**config.mk**
```make
export PLATFORM = sky130hd
export DESIGN_NAME = flash_status_ctrl
export DESIGN_NICKNAME = d
export VERILOG_FILES = /design/src/rtl/flash_stat_pkg.sv /design/src/rtl/spi_frame_rx.sv /design/src/rtl/flash_stat_core.sv /design/src/rtl/flash_status_ctrl.sv
export SDC_FILE = /design/constraint.sdc
export NUM_CORES = 1
export LEC_CHECK = 0
export CAP_MARGIN = 20
export CORE_UTILIZATION = 35
export CTS_CLUSTER_DIAMETER = 30
export CTS_CLUSTER_SIZE = 20
export DETAILED_ROUTE_END_ITERATION = 16
export PLACE_DENSITY_LB_ADDON = 0.05
export SLEW_MARGIN = 20
export SYNTH_ARGS = -nofsm -noshare
export SYNTH_HDL_FRONTEND = slang
export SYNTH_SLANG_ARGS = --single-unit
```
**constraint.sdc**
```tcl
create_clock -name clk -period 2.3 [get_ports clk]
set_clock_uncertainty 0.1 [all_clocks]
set_input_delay 0.46 -clock clk [delete_from_list [all_inputs] [get_ports clk]]
set_output_delay 0.46 -clock clk [all_outputs]
set_load 0.02 [all_outputs]
```
**src/rtl/flash_stat_pkg.sv**
```systemverilog
package flash_stat_pkg;

    localparam logic [7:0] OP_STAT_RD = 8'h05;
    localparam logic [7:0] OP_WEN_SET = 8'h06;
    localparam logic [7:0] OP_WEN_CLR = 8'h04;
    localparam logic [7:0] OP_STAT_WR = 8'h01;

    typedef enum logic [1:0] {
        REQ_PAGE   = 2'b00,
        REQ_SECTOR = 2'b01,
        REQ_BULK   = 2'b10,
        REQ_NONE   = 2'b11
    } req_kind_e;

    localparam int SB_LOCK   = 7;
    localparam int SB_GUARD1 = 3;
    localparam int SB_GUARD0 = 2;

endpackage

```
**src/rtl/spi_frame_rx.sv**
```systemverilog
module spi_frame_rx
    import flash_stat_pkg::*;
#(
    parameter int CW = 5
) (
    input  logic          clk,
    input  logic          rst_n,
    input  logic          cs_n,
    input  logic          sck,
    input  logic          mosi,
    input  logic [7:0]    stat_byte,
    output logic          frame_end,
    output logic [CW-1:0] frame_bits,
    output logic [7:0]    frame_op,
    output logic [7:0]    frame_data,
    output logic          miso
);

    localparam logic [CW-1:0] CNT_MAX = {CW{1'b1}};

    typedef struct packed {
        logic          sck;
        logic          cs;
        logic [7:0]    sh;
        logic [7:0]    op;
        logic [CW-1:0] cnt;
        logic          rd;
        logic [6:0]    osh;
        logic [2:0]    ocnt;
        logic          miso;
    } rx_t;

    rx_t q, d;
    logic rise, fall;
    logic [7:0] sh_next;

    always_comb begin
        d       = q;
        d.sck   = sck;
        d.cs    = cs_n;
        rise    = !cs_n && sck && !q.sck;
        fall    = !cs_n && !sck && q.sck;
        sh_next = {q.sh[6:0], mosi};
        if (cs_n) begin
            d.cnt  = '0;
            d.rd   = 1'b0;
            d.ocnt = '0;
            d.miso = 1'b0;
        end else begin
            if (rise) begin
                d.sh = sh_next;
                if (q.cnt != CNT_MAX) d.cnt = q.cnt + 1'b1;
                if (q.cnt == CW'(7)) begin
                    d.op = sh_next;
                    d.rd = (sh_next == OP_STAT_RD);
                end
            end
            if (fall && q.rd) begin
                if (q.ocnt == 3'd0) begin
                    d.miso = stat_byte[7];
                    d.osh  = stat_byte[6:0];
                    d.ocnt = 3'd7;
                end else begin
                    d.miso = q.osh[6];
                    d.osh  = {q.osh[5:0], 1'b0};
                    d.ocnt = q.ocnt - 1'b1;
                end
            end
        end
    end

    always_ff @(posedge clk or negedge rst_n) begin
        if (!rst_n) begin
            q     <= '0;
            q.cs  <= 1'b1;
        end else begin
            q <= d;
        end
    end

    assign frame_end  = cs_n && !q.cs;
    assign frame_bits = q.cnt;
    assign frame_op   = q.op;
    assign frame_data = q.sh;
    assign miso       = q.miso;

    // output is quiet once select has been high for a cycle
    a_r2_miso_quiet: assert property (@(posedge clk) disable iff (!rst_n)
        (cs_n && q.cs) |-> !q.miso);

    // bit counter restarts for every new frame
    a_r3_count_restart: assert property (@(posedge clk) disable iff (!rst_n)
        frame_end |=> (q.cnt == '0));

endmodule

```
**src/rtl/flash_stat_core.sv**
```systemverilog
module flash_stat_core
    import flash_stat_pkg::*;
#(
    parameter int CW     = 5,
    parameter int TW     = 8,
    parameter int WR_CYC = 100,
    parameter int PP_CYC = 120,
    parameter int SE_CYC = 160,
    parameter int BE_CYC = 200
) (
    input  logic          clk,
    input  logic          rst_n,
    input  logic          wp_n,
    input  logic          frame_end,
    input  logic [CW-1:0] frame_bits,
    input  logic [7:0]    frame_op,
    input  logic [7:0]    frame_data,
    input  logic          req_valid,
    input  logic [1:0]    req_kind,
    input  logic          req_in_region,
    output logic [7:0]    stat_byte,
    output logic          req_accept,
    output logic          req_reject,
    output logic [TW-1:0] busy_timer
);

    typedef struct packed {
        logic          lock;
        logic [1:0]    guard;
        logic          wen;
        logic [TW-1:0] timer;
        logic          acc;
        logic          rej;
    } st_t;

    st_t q, d;
    logic busy, hw_lock, any_guard, wr_go, is8, is16, kind_ok;
    logic [TW-1:0] kind_cyc;
    logic unused_data;

    assign unused_data = ^{frame_data[6:4], frame_data[1:0]};

    always_comb begin
        busy      = (q.timer != '0);
        hw_lock   = q.lock && !wp_n;
        any_guard = |q.guard;
        is8       = (frame_bits == CW'(8));
        is16      = (frame_bits == CW'(16));
        wr_go     = frame_end && is16 && (frame_op == OP_STAT_WR)
                    && !busy && q.wen && !hw_lock;

        d     = q;
        d.acc = 1'b0;
        d.rej = 1'b0;

        if (busy) d.timer = q.timer - 1'b1;
        if (q.timer == TW'(1)) d.wen = 1'b0;

        if (frame_end && is8 && !busy) begin
            if (frame_op == OP_WEN_SET) d.wen = 1'b1;
            if (frame_op == OP_WEN_CLR) d.wen = 1'b0;
        end

        if (wr_go) begin
            d.lock  = frame_data[SB_LOCK];
            d.guard = {frame_data[SB_GUARD1], frame_data[SB_GUARD0]};
            d.timer = TW'(WR_CYC);
        end

        kind_ok  = 1'b0;
        kind_cyc = '0;
        case (req_kind_e'(req_kind))
            REQ_PAGE: begin
                kind_ok  = !(any_guard && req_in_region);
                kind_cyc = TW'(PP_CYC);
            end
            REQ_SECTOR: begin
                kind_ok  = !(any_guard && req_in_region);
                kind_cyc = TW'(SE_CYC);
            end
            REQ_BULK: begin
                kind_ok  = !any_guard;
                kind_cyc = TW'(BE_CYC);
            end
            default: begin
                kind_ok  = 1'b0;
                kind_cyc = '0;
            end
        endcase

        if (req_valid) begin
            if (kind_ok && q.wen && !busy && !wr_go) begin
                d.timer = kind_cyc;
                d.acc   = 1'b1;
            end else begin
                d.rej   = 1'b1;
            end
        end
    end

    always_ff @(posedge clk or negedge rst_n) begin
        if (!rst_n) q <= '0;
        else        q <= d;
    end

    assign stat_byte  = {q.lock, 3'b000, q.guard, q.wen, busy};
    assign req_accept = q.acc;
    assign req_reject = q.rej;
    assign busy_timer = q.timer;

    // never both strobes at once
    a_r9_strobe_excl: assert property (@(posedge clk) disable iff (!rst_n)
        !(q.acc && q.rej));

    // busy interval counts down one step per cycle
    a_r9_countdown: assert property (@(posedge clk) disable iff (!rst_n)
        busy |=> (q.timer == $past(q.timer) - 1'b1));

    // write enable is gone once the interval ends
    a_r9_wen_drops: assert property (@(posedge clk) disable iff (!rst_n)
        (q.timer == TW'(1)) |=> !q.wen);

    // requests during busy are refused
    a_r10_busy_rejects: assert property (@(posedge clk) disable iff (!rst_n)
        (req_valid && busy) |=> q.rej);

    // requests without write enable are refused
    a_r6_wen_needed: assert property (@(posedge clk) disable iff (!rst_n)
        (req_valid && !q.wen) |=> q.rej);

    // bulk erase refused with any guard bit set
    a_r7_bulk_guarded: assert property (@(posedge clk) disable iff (!rst_n)
        (req_valid && req_kind == REQ_BULK && any_guard) |=> q.rej);

    // hardware lock freezes lock and guard bits
    a_r5_hw_lock_holds: assert property (@(posedge clk) disable iff (!rst_n)
        (frame_end && hw_lock) |=> $stable({q.lock, q.guard}));

endmodule

```
**src/rtl/flash_status_ctrl.sv**
```systemverilog
module flash_status_ctrl #(
    parameter int WR_CYC = 100,
    parameter int PP_CYC = 120,
    parameter int SE_CYC = 160,
    parameter int BE_CYC = 200,
    parameter int CW     = 5,
    localparam int MAX_A = (WR_CYC > PP_CYC) ? WR_CYC : PP_CYC,
    localparam int MAX_B = (SE_CYC > BE_CYC) ? SE_CYC : BE_CYC,
    localparam int MAXC  = (MAX_A > MAX_B) ? MAX_A : MAX_B,
    localparam int TW    = $clog2(MAXC + 1)
) (
    input  logic          clk,
    input  logic          rst_n,
    input  logic          cs_n,
    input  logic          sck,
    input  logic          mosi,
    input  logic          wp_n,
    input  logic          req_valid,
    input  logic [1:0]    req_kind,
    input  logic          req_in_region,
    output logic          miso,
    output logic          req_accept,
    output logic          req_reject,
    output logic [TW-1:0] busy_timer
);

    logic          frame_end;
    logic [CW-1:0] frame_bits;
    logic [7:0]    frame_op;
    logic [7:0]    frame_data;
    logic [7:0]    stat_byte;

    spi_frame_rx #(.CW(CW)) u_rx (
        .clk        (clk),
        .rst_n      (rst_n),
        .cs_n       (cs_n),
        .sck        (sck),
        .mosi       (mosi),
        .stat_byte  (stat_byte),
        .frame_end  (frame_end),
        .frame_bits (frame_bits),
        .frame_op   (frame_op),
        .frame_data (frame_data),
        .miso       (miso)
    );

    flash_stat_core #(
        .CW     (CW),
        .TW     (TW),
        .WR_CYC (WR_CYC),
        .PP_CYC (PP_CYC),
        .SE_CYC (SE_CYC),
        .BE_CYC (BE_CYC)
    ) u_core (
        .clk           (clk),
        .rst_n         (rst_n),
        .wp_n          (wp_n),
        .frame_end     (frame_end),
        .frame_bits    (frame_bits),
        .frame_op      (frame_op),
        .frame_data    (frame_data),
        .req_valid     (req_valid),
        .req_kind      (req_kind),
        .req_in_region (req_in_region),
        .stat_byte     (stat_byte),
        .req_accept    (req_accept),
        .req_reject    (req_reject),
        .busy_timer    (busy_timer)
    );

endmodule

```
---- Word-level counts from Yosys, hierarchy flattened ----
Cells that the tools add are included.
word-level totals
  input port bits ......................... 10
  output and inout port bits .............. 11
  logic and storage cells ................. 90
  bits in registers ....................... 49
operators by class
  bitwise operators ....................... 1
  multiplexer cells ....................... 18
  add/sub/neg operators ................... 3
  reductions and logical operators ........ 42
  equality and inequality tests ........... 11
operator list
  cell                                                                    count
  8-bit by 3-bit equality test with 1-bit output (second input constant)  3
  8-bit one-hot mux with 3 select lines                                   1
  1-bit logical AND                                                       18
  8-bit by 1-bit equality test with 1-bit output (second input constant)  2
  8-bit two-way mux                                                       2
  6-bit two-way mux                                                       2
  11-bit two-way mux                                                      1
  1-bit zero test                                                         10
  10-bit two-way mux                                                      1
  9-bit two-way mux                                                       1
  4-bit two-way mux                                                       2
  2-bit AND reduction                                                     4
  2-bit nonzero test                                                      4
  8-bit nonzero test                                                      1
  8-bit by 1-bit subtractor with 8-bit output (second input constant)     1
  1-bit two-way mux                                                       6
  5-bit by 1-bit adder with 5-bit output (second input constant)          1
  5-bit by 3-bit equality test with 1-bit output (second input constant)  1
  5-bit by 4-bit equality test with 1-bit output (second input constant)  1
  5-bit equality test (second input constant)                             1
  5-bit two-way mux                                                       1
  5-bit != test (second input constant)                                   1
  2-bit OR reduction                                                      2
  3-bit zero test                                                         1
  7 further kinds                                                         7

---- Longest topological paths before layout ----
  depth after elaboration ................. 11
  mapped depth ............................ 7
  depth with buffers taken out ............ 7

---- By module ----
Synthesis repeated with hierarchy kept, for this count alone.
unflattened totals
  cell total of the unflattened synthesis .. 250
  area, all modules ....................... 2682.6 µm²
modules (own cells, without submodules)
  module           area each (µm²)  seq. area each (µm²)  instances  cells each
  spi_frame_rx     1687.9           877.1                 1          152
  flash_stat_core  994.7            350.3                 1          98

---- Least setup slack after synthesis ----
Ideal clock, no wire load.
  path kind ............................... reg-to-reg
  start point ............................. register u_core.q (netlist bit u_core.busy_timer[0])
  end point ............................... register u_core.q (netlist bit u_core.busy_timer[6])
  data required time ...................... 2.076 ns
  library setup time ...................... 0.124 ns
  cell stages (with the launch flop) ...... 8
  data arrival time ....................... 1.820 ns
  period minus slack after synthesis ...... 2.043 ns
  path buffers ............................ 1
  slack ................................... 0.257 ns
  path through ............................ dfrtp_1 -> inv_1 -> ha_1 -> nor3b_2 -> and2_1 -> buf_4 -> and3_2 -> a211o_1
RTL lines
  item                    RTL line                RTL
  start, declared         flash_stat_core.sv:36   st_t q, d;
  start signal, assigned  flash_stat_core.sv:102  if (!rst_n) q <= '0;
  start signal, assigned  flash_stat_core.sv:103  else q <= d;

==> summary.md <==
| Metric | Value |
|---|---|
| Hold slack | 14.8 ps |
| All-Layer GR Usage | 0.151 |
| Mapped Nets | 240 |
| Overflow left after global routing | 0 |
| Sequential power share | 0.585 |
| Gate Count Post-Synth | 217 |
| H-tree depth | 2 |
| Per-cell routed wire length | 13.8 µm |
| Post-Layout Inst Area | 3000 µm² |
| RSZ-0062 raised after global routing | false |
| Sw frac | 0.270 |
| Die area | 7390 µm² |
| Port bufs | 20 |
| Peak supply drop | 0.366 mV |
| Final non-filler cell total | 354 |
| Top-count cell post-synth | dfrtp_1 |
| Hold_buf cts | 0 |
| Ports | 21 |
| Layout Utilization | 0.441 |
| Num rows | 30 |
| Yosys warnings | 0 |
| Drt first pass iters | 4 |
| Relative slew slack | 0.692 |
| Setup bufs post-CTS | 0 |
| LEAKAGE | 0.00133 µW |
| Min Tclk post-route | 2090 ps |
| Vias/cell | 4.66 |
| Critical path launch point | req_kind[0] |
| Buffers and inverters on the worst path | 2 |
| Antenna Cells | 0 |
| Combinational Power Share | 0.097 |
| Clock share of power | 0.319 |
| Top_reg_cell synth | dfrtp_1 |
| Final Max Slew Viols | 0 |
| Clock Latency Late Sink | 310 ps |
| Clk buf depth | 2 |
| #FFs+latches synth | 49 |
| Post-synth cell types | 51 |
| Top post-synthesis cells by area | dfrtp_1 (49%), mux2_2 (9.1%), ha_1 (6.6%) |
| Die H | 86.0 µm |
| PostCTS Resize Cnt | 0 |
| Vias in the first global route | 1,683 |
| Async set or reset register ratio after synthesis | 1.00 |
| F_max | 478 MHz |
| Initial antenna violation count | 0 |
| Largest fanout on the critical path | 5 |
| Share of layout cells above drive strength 1 | 0.233 |
| Residual DRC | 0 |
| Fin crit share | 0.910 |
| HP Class | input port to asynchronous set/reset pin |
| Clock Tree Root | clkbuf_8 |
| Endpoints failing setup | 0 |
| Crit-path slowest cell | clkdlybuf4s50_1 |
| CTS tree | built |
| Placed instance count | 346 |
| Via count | 1,650 |
| Core ar. | 6790 µm² |
| P_sw | 460 µW |
| Layout Nets | 280 |
| Crit path largest cell delay | 530 ps |
| Worst R2R Start | u_core.busy_timer[0] |
| Hold Vio Cnt, Final | 0 |
| Post-route ant nets | 0 |
| CTS Buf Count | 5 |
| EDFF count, synth | 0 |
| Gpl congestion | 0.731 |
| Seq/Total Area, Yosys | 0.497 |
| Mapped Avg Cell Area | 11.4 µm² |
| Internal power | 1240 µW |
| Layout area overhead | 21.4% |
| Maximum Capacitance Violations | 0 |
| Crit-path cells | clkdlybuf4s50_1 > inv_1 > ha_1 > o21bai_1 > a2111oi_4 > and3_2 > a211o_1 |
| Synth Cell Area | 2470 µm² |
| Worst-Margin Slew | 462 ps |
| CP Capture Type | flip-flop |
| Run status | completed |
| Cell taking the most area after synthesis | dfrtp_1 |
| CP Class | input port to flip-flop |
| Die width | 86.0 µm |
| Largest net degree at the start of global routing | 50 |
| Clock-pin slew on the worst setup and hold paths | 100 ps |
| Critical path data required time | 2400 ps |
| Initial core utilization | 0.363 |
| Initial drt markers | 46 |
| CP top delay family | compound AO/OA/AOI/OAI gates |
| PD cells | 568 nW/µm² |
| Arrival time worst endpoint | 2190 ps |
| Cell Area, Placed | 2900 µm² |
| CTS sink count | 49 |
| Synth top cells by count | dfrtp_1 (48), mux2_2 (20), nand2_1 (18), nor2_1 (18), ha_1 (13) |
| Post-DP HPWL | 3.42 mm |
| Final WL | 4.87 mm |
| First-pass GRT wire length | 8.64 mm |
| Synth top area share | 0.487 |
| CP Launch Type | input port |
==> worst paths after layout <==
path / to / slack, ps / cells after the start
worst max-delay path: u_core.busy_timer[6] / 210 / 7
min in group clk: u_rx.q[10] / 380 / 2
worst min-delay path: u_rx.frame_bits[2] / 10 / 2
max in group asynchronous: u_rx.q[33] / 1820 / 2
worst min register to register: u_rx.q[10] / 380 / 2
worst max register to register: u_core.stat_byte[2] / 320 / 6
==> area by class of cell <==
| class | instances | area (µm²) |
|---|---|---|
| Inverter | 10 | 37.5 |
| Sequential cell | 49 | 1230 |
| Timing Repair Buffer | 39 | 350 |
| Fill cell | 670 | 3800 |
| Tap cell | 96 | 120 |
| Multi-Input combinational cell | 152 | 1170 |
| Clock buffer | 5 | 68.8 |
| Clock inverter | 3 | 25.0 |
==> routing by layer <==
metal  global-route usage  vias to the layer above  routed length (µm)
met3               0.0318                        5                 104
met1                0.224                      787                2600
li1                     -                      842                   -
met5                    0                        -                   0
met2                0.223                       16                2130
met4               0.0364                        0                  45
==> power groups by stage <==
| stage | Clock [µW] | Sequential (µW) | Combinational, µW |
|---|---|---|---|
| 2_1_floorplan | 0 | 985 | 97.5 |
| 3_3_place_gp | 0 | 1020 | 166 |
| 3_5_place_dp | 0 | 1010 | 168 |
| 4_1_cts | 578 | 996 | 170 |
| 5_1_grt | 611 | 1010 | 185 |
| 6_report | 543 | 996 | 164 |
==> cells by family after synthesis <==
kind of cell	count (synthesis)	share of synthesized area
DFF	49	0.497
xor gates and xnor gates	7	0.0248
AOI/OAI and AO/OA	26	0.0735
muxes	25	0.112
adders and majority gates	13	0.0659
buffers and inverters	16	0.0294
and+or+nand+nor	81	0.197
==> through the flow <==
| stage | setup WS, ps | total power [µW] | setup TNS, ps |
|---|---|---|---|
| 4_1_cts | 210 | 1740 | 0 |
| 3_3_place_gp | -97.8 | 1180 | -163 |
| 5_1_grt | 111 | 1810 | 0 |
| 3_5_place_dp | -137 | 1180 | -238 |
| 2_1_floorplan | 257 | 1080 | 0 |
| 6_report | 207 | 1700 | 0 |
==> placed cells by master, fill, tap and decap left out, types with 2 or more instances in the layout <==
master           count
o22ai_1              2
inv_1               10
mux2i_1              4
nor4bb_1             4
mux2_2              20
or4_1                2
clkdlybuf4s50_1     19
nor3_1               6
nor4_1               2
inv_6                2
clkbuf_8             5
nand4_1              4
nor3b_2              3
buf_4               18
nor2_1              18
a211o_1              2
nand2_1             18
xor2_1               4
dfrtp_1             48
nand3_1              4
ha_1                13
nand3b_1             3
xnor2_1              3
a21oi_1              6
or3_1                2
o21ai_0              8
==> state kept, by name, summed over array words and instances (netlist names) <==
register           count
u_core.req_reject      1
u_rx.frame_bits        5
u_core.busy_timer      8
u_core.req_accept      1
u_rx.miso              1
u_rx.frame_op          8
u_rx.frame_data        8
u_core.stat_byte       4
u_rx.q                13
No activity file was read; power rests on OpenSTA's default activity.
